[src/rtl/adc_pwr_seq.sv]
module adc_pwr_seq #(
  parameter int BG_SETTLE_CYC   = 500000,
  parameter int CORE_SETTLE_CYC = 2000
) (
  input  logic       clk,
  input  logic       rst,
  input  logic       keep_clk,
  input  logic       pwr_up_req,
  input  logic       pwr_dn_req,
  input  logic       staged_mode,
  input  logic       conv_req,
  output logic       clk_en,
  output logic       bg_en,
  output logic       ref_en,
  output logic       core_en,
  output logic       ready,
  output logic       conv_start,
  output logic [1:0] pwr_state
);

  localparam int MAX_CYC = (BG_SETTLE_CYC > CORE_SETTLE_CYC) ? BG_SETTLE_CYC : CORE_SETTLE_CYC;
  localparam int CW      = $clog2(MAX_CYC + 1);
  localparam logic [CW-1:0] BG_LOAD   = CW'(BG_SETTLE_CYC - 1);
  localparam logic [CW-1:0] CORE_LOAD = CW'(CORE_SETTLE_CYC - 1);

  typedef enum logic [2:0] {
    S_IDLE,
    S_BG_WAIT,
    S_CORE_WAIT,
    S_SIM_WAIT,
    S_READY
  } seq_t;

  seq_t          st;
  logic [CW-1:0] cnt;
  logic          pend;
  logic          cnt_done;

  assign cnt_done = (cnt == '0);

  always_ff @(posedge clk) begin
    if (rst) begin
      st         <= S_IDLE;
      cnt        <= '0;
      clk_en     <= 1'b0;
      bg_en      <= 1'b0;
      ref_en     <= 1'b0;
      core_en    <= 1'b0;
      ready      <= 1'b0;
      pend       <= 1'b0;
      conv_start <= 1'b0;
    end else if (pwr_dn_req) begin
      st         <= S_IDLE;
      cnt        <= '0;
      clk_en     <= keep_clk;
      bg_en      <= 1'b0;
      ref_en     <= 1'b0;
      core_en    <= 1'b0;
      ready      <= 1'b0;
      pend       <= 1'b0;
      conv_start <= 1'b0;
    end else begin
      conv_start <= 1'b0;
      case (st)
        S_IDLE: begin
          clk_en <= keep_clk;
          if (pwr_up_req) begin
            clk_en <= 1'b1;
            bg_en  <= 1'b1;
            ref_en <= 1'b1;
            cnt    <= BG_LOAD;
            if (staged_mode) begin
              st <= S_BG_WAIT;
            end else begin
              core_en <= 1'b1;
              st      <= S_SIM_WAIT;
            end
          end
        end
        S_BG_WAIT: begin
          pend <= pend | conv_req;
          if (cnt_done) begin
            core_en <= 1'b1;
            cnt     <= CORE_LOAD;
            st      <= S_CORE_WAIT;
          end else begin
            cnt <= cnt - 1'b1;
          end
        end
        S_CORE_WAIT, S_SIM_WAIT: begin
          if (cnt_done) begin
            ready      <= 1'b1;
            conv_start <= pend | conv_req;
            pend       <= 1'b0;
            st         <= S_READY;
          end else begin
            pend <= pend | conv_req;
            cnt  <= cnt - 1'b1;
          end
        end
        S_READY: begin
          conv_start <= conv_req;
        end
        default: st <= S_IDLE;
      endcase
    end
  end

  assign pwr_state = !clk_en  ? 2'd0 :
                     !bg_en   ? 2'd1 :
                     !core_en ? 2'd2 : 2'd3;


  core_needs_bias_chk: assert property (@(posedge clk) disable iff (rst)
    core_en |-> (bg_en && ref_en));


  start_only_ready_chk: assert property (@(posedge clk) disable iff (rst)
    conv_start |-> ready);


  power_down_clears_chk: assert property (@(posedge clk) disable iff (rst)
    pwr_dn_req |=> (!bg_en && !ref_en && !core_en && !ready && !conv_start));


  ready_after_core_chk: assert property (@(posedge clk) disable iff (rst)
    $rose(ready) |-> (core_en && $past(core_en)));


  ready_holds_chk: assert property (@(posedge clk) disable iff (rst)
    (ready && !pwr_dn_req) |=> ready);

endmodule

[config.mk]
export PLATFORM = sky130hd
export DESIGN_NAME = adc_pwr_seq
export DESIGN_NICKNAME = d
export VERILOG_FILES = /design/src/rtl/adc_pwr_seq.sv
export SDC_FILE = /design/constraint.sdc
export NUM_CORES = 1
export LEC_CHECK = 0
export BUFFER_PORTS_ARGS = -buffer_cell sky130_fd_sc_hd__buf_2
export CORE_UTILIZATION = 35
export CTS_CLUSTER_SIZE = 25
export DETAILED_ROUTE_END_ITERATION = 16
export HOLD_SLACK_MARGIN = 0.03
export SLEW_MARGIN = 30
export SYNTH_ARGS = -nofsm -noshare
export SYNTH_HDL_FRONTEND = slang
export SYNTH_SLANG_ARGS = --single-unit
export TNS_END_PERCENT = 20
[constraint.sdc]
create_clock -name clk -period 2.06 [get_ports clk]
set_input_delay 0.103 -clock clk [delete_from_list [all_inputs] [get_ports clk]]
set_output_delay 0.103 -clock clk [all_outputs]
set_load 0.005 [all_outputs]
; Yosys cells after proc, flatten, opt, wreduce, memory -nomap -nowiden
; Cells that the tools add are included.
[totals]
ff_bits = 28
latchBits = 0
mem_bits_rw = 0
romBits = 0
output_inout_bits = 8
elab_cells = 56
mem_count = 0
[classes]
addsub = 1
n_mul = 0
n_div = 0
n_lt_le_gt_ge = 0
n_eq_ne = 9
shifts = 0
muxes = 23
n_bitwise = 2
reduce_logical = 13
[ops]
columns = op, n
row1 = $mux W19, 3
row2 = $pmux W19 S3, 1
row3 = $logic_not A19 Y1, 1
row4 = $sub A19 B1 Y19 const B, 1
row5 = $pmux W3 S4, 1
row6 = $ne A2 B2 Y1 const B, 5
row7 = $mux W1, 9
row8 = $mux W3, 3
row9 = $reduce_and A4 Y1, 2
row10 = $eq A3 B2 Y1 const B, 2
row11 = $mux W2, 3
row12 = $pmux W1 S2, 3
row13 = $reduce_bool A2 Y1, 3
row14 = $reduce_and A2 Y1, 2
row15 = $reduce_or A2 Y1, 2
row16 = $eq A3 B1 Y1 const B, 1
row17 = $eq A3 B3 Y1 const B, 1
row18 = $logic_not A3 Y1, 1
row19 = $reduce_and A3 Y1, 1
row20 = $reduce_bool A3 Y1, 1
row21 = $not A1 Y1, 1
row22 = $or A1 B1 Y1, 1

; Depth between registers and ports, before layout
; Gate-level depths: netlist of run 1.
[logic_depth]
depth_word = 4
mapped_depth = 8
mapped_depth_nobuf = 7

; Worst setup path before layout of run 1
; Ideal clock, no wire load.
[synth_path]
path_kind = reg2reg
start = register cnt[0]
end = register cnt[14]
setup_ns = 0.122
arrival_ns = 2.025
required_time_ns = 1.938
slack_ns = -0.087
stages_incl_launch_ff = 9
path_buffers = 1
period_less_slack_ns = 2.147
cell_sequence = dfxtp_1 > inv_1 > ha_1 > or3b_2 > clkbuf_1 > or4_4 > o31a_1 > o211ai_1 > o21ai_1
[synth_via]
elab_chain_len = 3
[synth_rtl]
columns = element, line
row1 = from (decl), 35  ; logic [CW-1:0] cnt;
row2 = from (signal assigned), 87  ; cnt <= cnt - 1'b1;
row3 = from (signal assigned), 98  ; cnt <= cnt - 1'b1;
row4 = $sub A19 B1 Y19 / $logic_not A19 Y1 (equally long branches), "87, 98, 39"
row5 = "$mux W19, or another cell as far along", 91  ; if (cnt_done) begin
row6 = $pmux W19 S3 / $reduce_and A3 Y1 (equally long branches), n/a
; Parallel ways exist; a longest one is shown, timed or not. The select of a mux whose other input is x is not followed.
; A chain may end at the register's enable or synchronous reset.

; Worst setup path in the final report of run 1
[layout_path]
start = register cnt[1]
end = register cnt[14]
; The elaborated chain is that of the path after synthesis.

==> metrics.txt, run 1 <==
synth top area cells=dfxtp_1 36%, nor2_1 5.0%, nor3_1 3.8%, a21oi_1 3.2%, nand2_1 3.1%; status=finished with violations; first-pass GRT wire length=7010 µm; placed cell count=275; GRT overflow=0; largest net degree at the start of global routing=19; initial antenna violation count=0; sequential fraction of the synthesis area=35.61%; vias in the first global route=1,472; number of synthesized flops with an enable pin=0; met3 Track Usage GR=2.339%; Setup Crit Path Kind=reg -> reg; Main synth FF type=dfxtp_1; synth unique cells=45; Slew @ Worst Pin=0.6877 ns; CP Cell Sequence=inv_2 > ha_4 > or3b_4 > or4_4 > o31a_1 > o211ai_1 > o21ai_1; total wire length=4172 µm; layout cells sized above 1=27.63%; Avg WL per Cell=14.90 µm; DRT antenna net count=0; most frequent cells after synthesis=28 x dfxtp_1, 21 x nor2_1, 13 x nand2_1; Worst Path Buf+Inv=1; CTS tree=built; Tmin final=2.077 ns; Power Density=701.8 mW/mm²; Die H=69.06 µm; routing usage on met2=27.40%; Ant. Diodes=0; post-synthesis async set-or-reset flop share=0%; core area=0.004324 mm²; Syn. warnings=0; number of setup buffers added after CTS=0; slowest stage delay, CP=0.53 ns; setup TNS=-0.01697 ns; die area=0.004769 mm²; count leader, synth=dfxtp_1; Max Freq=481.5 MHz; chip width=69.06 µm; DP Worst Slack=-0.04140 ns; Hold Fails Final Rpt=0; CP Capture Type=register; top-area cell type share of the netlist area=35.61%; Worst EP arrival=2.25 ns; # nets final=238; num ports=15; slowest CP cell=or4_4; first-pass detailed-route iteration total=4; crit-path max FO=5; Tot GR Track Use=17.90%; busiest layer in global routing=met2; post-route setup slack=-0.01697 ns; RSZ-0062 raised after global routing=yes; synthesized instance count=198; Setup crit start kind=register; Pleak=0.8075 nW; # Max-Cap Violations=0; Non-Filler Instances=280; total power=1.366 mW; final setup fails=1; Clk Latency, worst-skew pair=0.28 ns; total number of vias=1,616; PortBufs=14; clock skew=0.008006 ns; #FFs+latches synth=28; CTS sink count=28; Initial Utilization=36.40%; Clock Tree Root=clkbuf_8; Vias/cell=5.771; Area Overhead vs Synth=23.69%; post-synth top area cell=dfxtp_1; Rows=24; Hold/Removal Path Class=in -> reg; Worst slew margin=53.94%; fin crit share=100.8%; Post-Syn Nets=207; CP delay by family, top=simple AND/OR/NAND/NOR gates; clock slew at reported path FFs=0.10 ns; CTS H-tree lvls=1; met1 GRT Util=25.54%; Worst Path Required=2.24 ns; Slew Viols, Final=0; VDD IR max=0.0002521 V; DRT iter0 DRCs=87; synthesized area per cell=7.950 µm²; Routability Congestion=0.9250; failing checks=negative setup slack; detailed placement HPWL=3072 µm; Synth Cell Area=0.001574 mm²; clk buf depth=2; DRC viols=0; Num CTS Buffers=3
## metrics by stage
step                area (µm²)  utilization [%]  hold slack (ns)
finish                    1947            45.02          0.09822
global route              1947            45.02           0.1090
CTS                       1924            44.50          0.09250
detailed placement        1856            42.91           0.3026
global placement          1856            42.91           0.3012
floorplan                 1602                -           0.1823
## area by class of cell
cell class | count | area [µm²]
fillers | 447 | 2377
multi-input cells | 151 | 977.2
flip-flops and latches | 28 | 563.0
repair buffers | 40 | 267.8
well taps | 52 | 65.06
clock buffers | 4 | 55.05
inverters | 5 | 18.77
## registers in the layout, summed over array words and instances, names as in the netlist
name,cells
clk_en,1
conv_start,1
cnt,19
ready,1
ref_en,1
core_en,1
pend,1
st,3
## power breakdown
group	total [mW]	switching, mW	leakage, nW	internal (mW)
sequential	0.594	0.0252	0.229	0.569
clock	0.341	0.170	0.0288	0.171
combinational	0.431	0.234	0.550	0.197
total	1.37	0.429	0.808	0.938
## kinds of logic after synthesis
kind of cell	count (synthesis)	synth area share [%]
DFF	28	35.61
and+or+nand+nor	90	31.48
buffers and inverters	19	4.929
muxes	2	1.272
adders and majority gates	2	1.590
AOI/OAI and AO/OA	57	25.12
## per-layer routing
layer | share of wire, % | vias up
met5 | 0 | -
met4 | 1.1 | 0
met3 | 4.7 | 7
met2 | 46 | 41
met1 | 48 | 758
li1 | - | 810
## cell usage in the layout (no fill, tap or decap), drive strengths merged, types with 2 or more instances in the layout
cell type / count
nor3: 12
o211ai: 4
or4: 6
a32o: 3
or3: 5
nor4: 8
nand3: 7
clkbuf: 4
o21a: 2
o31ai: 3
inv: 5
nand2: 13
dfxtp: 28
a211oi: 4
o31a: 4
nor2: 21
ha: 2
and2: 4
o211a: 2
buf: 39
a21boi: 4
or2: 5
mux2i: 2
a31oi: 7
a21oi: 10
o21ai: 8
and3: 2
## timing repair
| action | 4_1_cts | 5_1_grt |
|---|---|---|
| pin swaps | 0 | 0 |
| setup endpoints to repair | 4 | 19 |
| endpoints found under the hold margin | 1 | 0 |
| resized for setup | 2 | 4 |
| hold buffers | 1 | 0 |
## worst register-to-register path, cell delays in order (launching register included)
cell and delay (ns):
dfxtp_2 0.35, inv_2 0.07, ha_4 0.13, or3b_4 0.37
or4_4 0.53, o31a_1 0.29, o211ai_1 0.15, o21ai_1 0.08
## worst paths after layout
check / startpoint / slack (ns) / cells after the start / end
setup / recovery: cnt[1]$_SDFFE_PP0P_ / -0.02 / 7 / cnt[14]$_SDFFE_PP0P_
hold / removal: keep_clk / 0.1 / 3 / clk_en$_SDFFE_PP0P_
setup reg to reg: cnt[1]$_SDFFE_PP0P_ / -0.02 / 7 / cnt[14]$_SDFFE_PP0P_
hold reg to reg: ready$_SDFFE_PP0P_ / 0.47 / 1 / ready$_SDFFE_PP0P_
Power figures use the tool's default switching activity.
==> inputs of run 2 (changes only) <==
--- a/config.mk
+++ b/config.mk
@@ -9,6 +9,7 @@
 export CORE_UTILIZATION = 35
 export CTS_CLUSTER_SIZE = 25
 export DETAILED_ROUTE_END_ITERATION = 16
+export GPL_TIMING_DRIVEN = 1
 export HOLD_SLACK_MARGIN = 0.03
 export SLEW_MARGIN = 30
 export SYNTH_ARGS = -nofsm -noshare
==> constraint.sdc (replaced) <==
create_clock -name clk -period 1.85 [get_ports clk]
set_input_delay 0.0925 -clock clk [delete_from_list [all_inputs] [get_ports clk]]
set_output_delay 0.0925 -clock clk [all_outputs]
set_load 0.005 [all_outputs]
==> run 2 against run 1 <==
The run still ends with negative setup slack left. Clock skew is 0.00071 ns lower. Sequential power is 12% higher. Critical endpoint unchanged. Maximum frequency hardly changed. Highest routed layer unchanged. Critical path type unchanged.
==> metrics.txt, run 2 (synthesis gave the netlist of run 1 again) <==
Worst Hold Launch=keep_clk; worst r2r src=cnt[7]$_SDFFE_PP0P_; total wire length=4595 µm; total power=1.616 mW; hold endpoint=clk_en$_SDFFE_PP0P_; DRC viols=0; clock slew at reported path FFs=0.10 ns; chip width=69.06 µm; CTS H-tree lvls=1; CP most frequent cell=or4_4; first-pass GRT wire length=7590 µm; VDD IR max=0.0002780 V; clock skew=0.007292 ns; vias in the first global route=1,601; # Max-Cap Violations=0; first-pass detailed-route iteration total=4; worst r2r dst=cnt[14]$_SDFFE_PP0P_; CP Cell Sequence=or4_4 > or4_4 > o31a_1 > o211ai_1 > o21ai_1; RSZ-0062 raised after global routing=yes; slowest stage delay, CP=0.59 ns; setup TNS=-1.432 ns; Num CTS Buffers=3; CP Capture Type=register; hold path depth=3; Area Overhead vs Synth=41.26%; register area=564.3 µm²; Tot GR Track Use=19.50%; area of the multi-input gates=0.001090 mm²; Avg WL per Cell=15.27 µm; largest net degree at the start of global routing=19; fill count=430; Worst Path Required=2.02 ns; CTS sink count=28; Routability Congestion=0.9716; fin crit share=112.2%; Max Freq=481.6 MHz; layout cells sized above 1=39.36%; initial antenna violation count=0; Slew Viols, Final=0; Die H=69.06 µm; failing checks=negative setup slack; Clk Latency, worst-skew pair=0.27 ns; total number of vias=1,727; commonest non-fill, non-tap cell in the layout=buf_4; max FFs per register=19; R2R depth=5; crit-path max FO=5; final setup fails=11; GRT overflow=0; Worst Path Buf+Inv=0; CP delay by family, top=simple AND/OR/NAND/NOR gates; post-route setup slack=-0.2262 ns; DRT antenna net count=0; R2R Setup Slk=-0.23 ns; PortBufs=14; Ant. Diodes=0; die area=0.004769 mm²; Worst slew margin=72.41%; Hold/Removal Path Class=in -> reg; Clock Tree Root=clkbuf_8; Worst EP arrival=2.24 ns; Pleak=0.9421 nW; DRT iter0 DRCs=68; Hold Fails Final Rpt=0; most frequent cells in the layout=44 x buf_4, 25 x dfxtp_1, 17 x nor2_1, 14 x buf_2, 13 x nand2_1; Most flops, register=cnt; CTS tree=built; status=finished with violations; DP Worst Slack=-0.2488 ns; Power Density=726.8 mW/mm²; Setup Crit Path Kind=reg -> reg; detailed placement HPWL=3251 µm; clk buf depth=2; biggest regs=cnt (19), st (3); Vias/cell=5.738; # nets final=260; core area=0.004324 mm²; Initial Utilization=36.40%; slowest CP cell=or4_4; num ports=15; Rows=24; Setup crit start kind=register; Slew @ Worst Pin=0.4138 ns; Tmin final=2.076 ns
-- run 2: changes by cell type in the layout (fill, tap and decap cells not counted), moves of 2 or more --
cell,before,now
o21ai_0,7,5
o21ai_1,1,3
buf_6,0,3
buf_4,25,44
nor2_1,21,17
nor4_4,0,4
a211oi_1,4,2
nor4_2,4,1
a211oi_2,0,2
nor2_2,0,4
-- run 2: worst max-delay path by stage --
stage | startpoint | end | cells past startpoint
detailed placement | cnt[15]$_SDFFE_PP0P_ | cnt[5]$_SDFFE_PP0P_ | 5
CTS | cnt[1]$_SDFFE_PP0P_ | cnt[14]$_SDFFE_PP0P_ | 7
finish | cnt[7]$_SDFFE_PP0P_ | cnt[14]$_SDFFE_PP0P_ | 5
global route | cnt[7]$_SDFFE_PP0P_ | cnt[14]$_SDFFE_PP0P_ | 5
floorplan | cnt[1]$_SDFFE_PP0P_ | cnt[14]$_SDFFE_PP0P_ | 8
global placement | cnt[15]$_SDFFE_PP0P_ | cnt[11]$_SDFFE_PP0P_ | 6
-- run 2: area by class of cell --
cell class	count	share of cell area (%)
clock buffer	3	1.857
inverter	5	0.8441
multi-input combinational	151	49.02
sequential	28	25.38
tap	52	2.926
timing repair buffer	62	19.98
-- run 2: stage by stage --
| step | hold WS (ns) | utilization (%) | std cells | instance area [µm²] |
|---|---|---|---|---|
| 6_report | 0.09293 | 51.42 | 301 | 2223 |
| 5_1_grt | 0.1101 | 51.42 | 301 | 2223 |
| 4_1_cts | 0.08577 | 49.88 | 300 | 2157 |
| 3_5_place_dp | 0.2893 | 45.69 | 291 | 1976 |
| 3_3_place_gp | 0.2897 | 45.69 | 291 | 1976 |
| 2_1_floorplan | 0.1718 | - | 198 | 1602 |
-- run 2: power breakdown --
group,internal [mW],switching [mW]
clock,0.146,0.186
combinational,0.305,0.316
sequential,0.634,0.0292
-- run 2: repair_timing --
action | in CTS | in global routing
hold buffers | 1 | 0
setup buffers | 5 | 1
endpoints found under the hold margin | 1 | 0
endpoints found under the setup margin | 26 | 24
pin swaps | 9 | 9
resized for setup | 19 | 14
-- run 2: worst reg2reg max path, cell delays in order, from the launching register on --
cell,delay (ns)
dfxtp_2,0.33
or4_4,0.57
or4_4,0.59
o31a_1,0.26
o211ai_1,0.15
o21ai_1,0.08
-- run 2: layer usage --
metal | up-vias | part of all wire (%) | track usage, %
li1 | 853 | - | -
met1 | 817 | 45 | 26.57
met2 | 45 | 48 | 31.61
met3 | 12 | 5.3 | 2.778
met4 | 0 | 1.8 | 6.349
met5 | - | 0 | 0
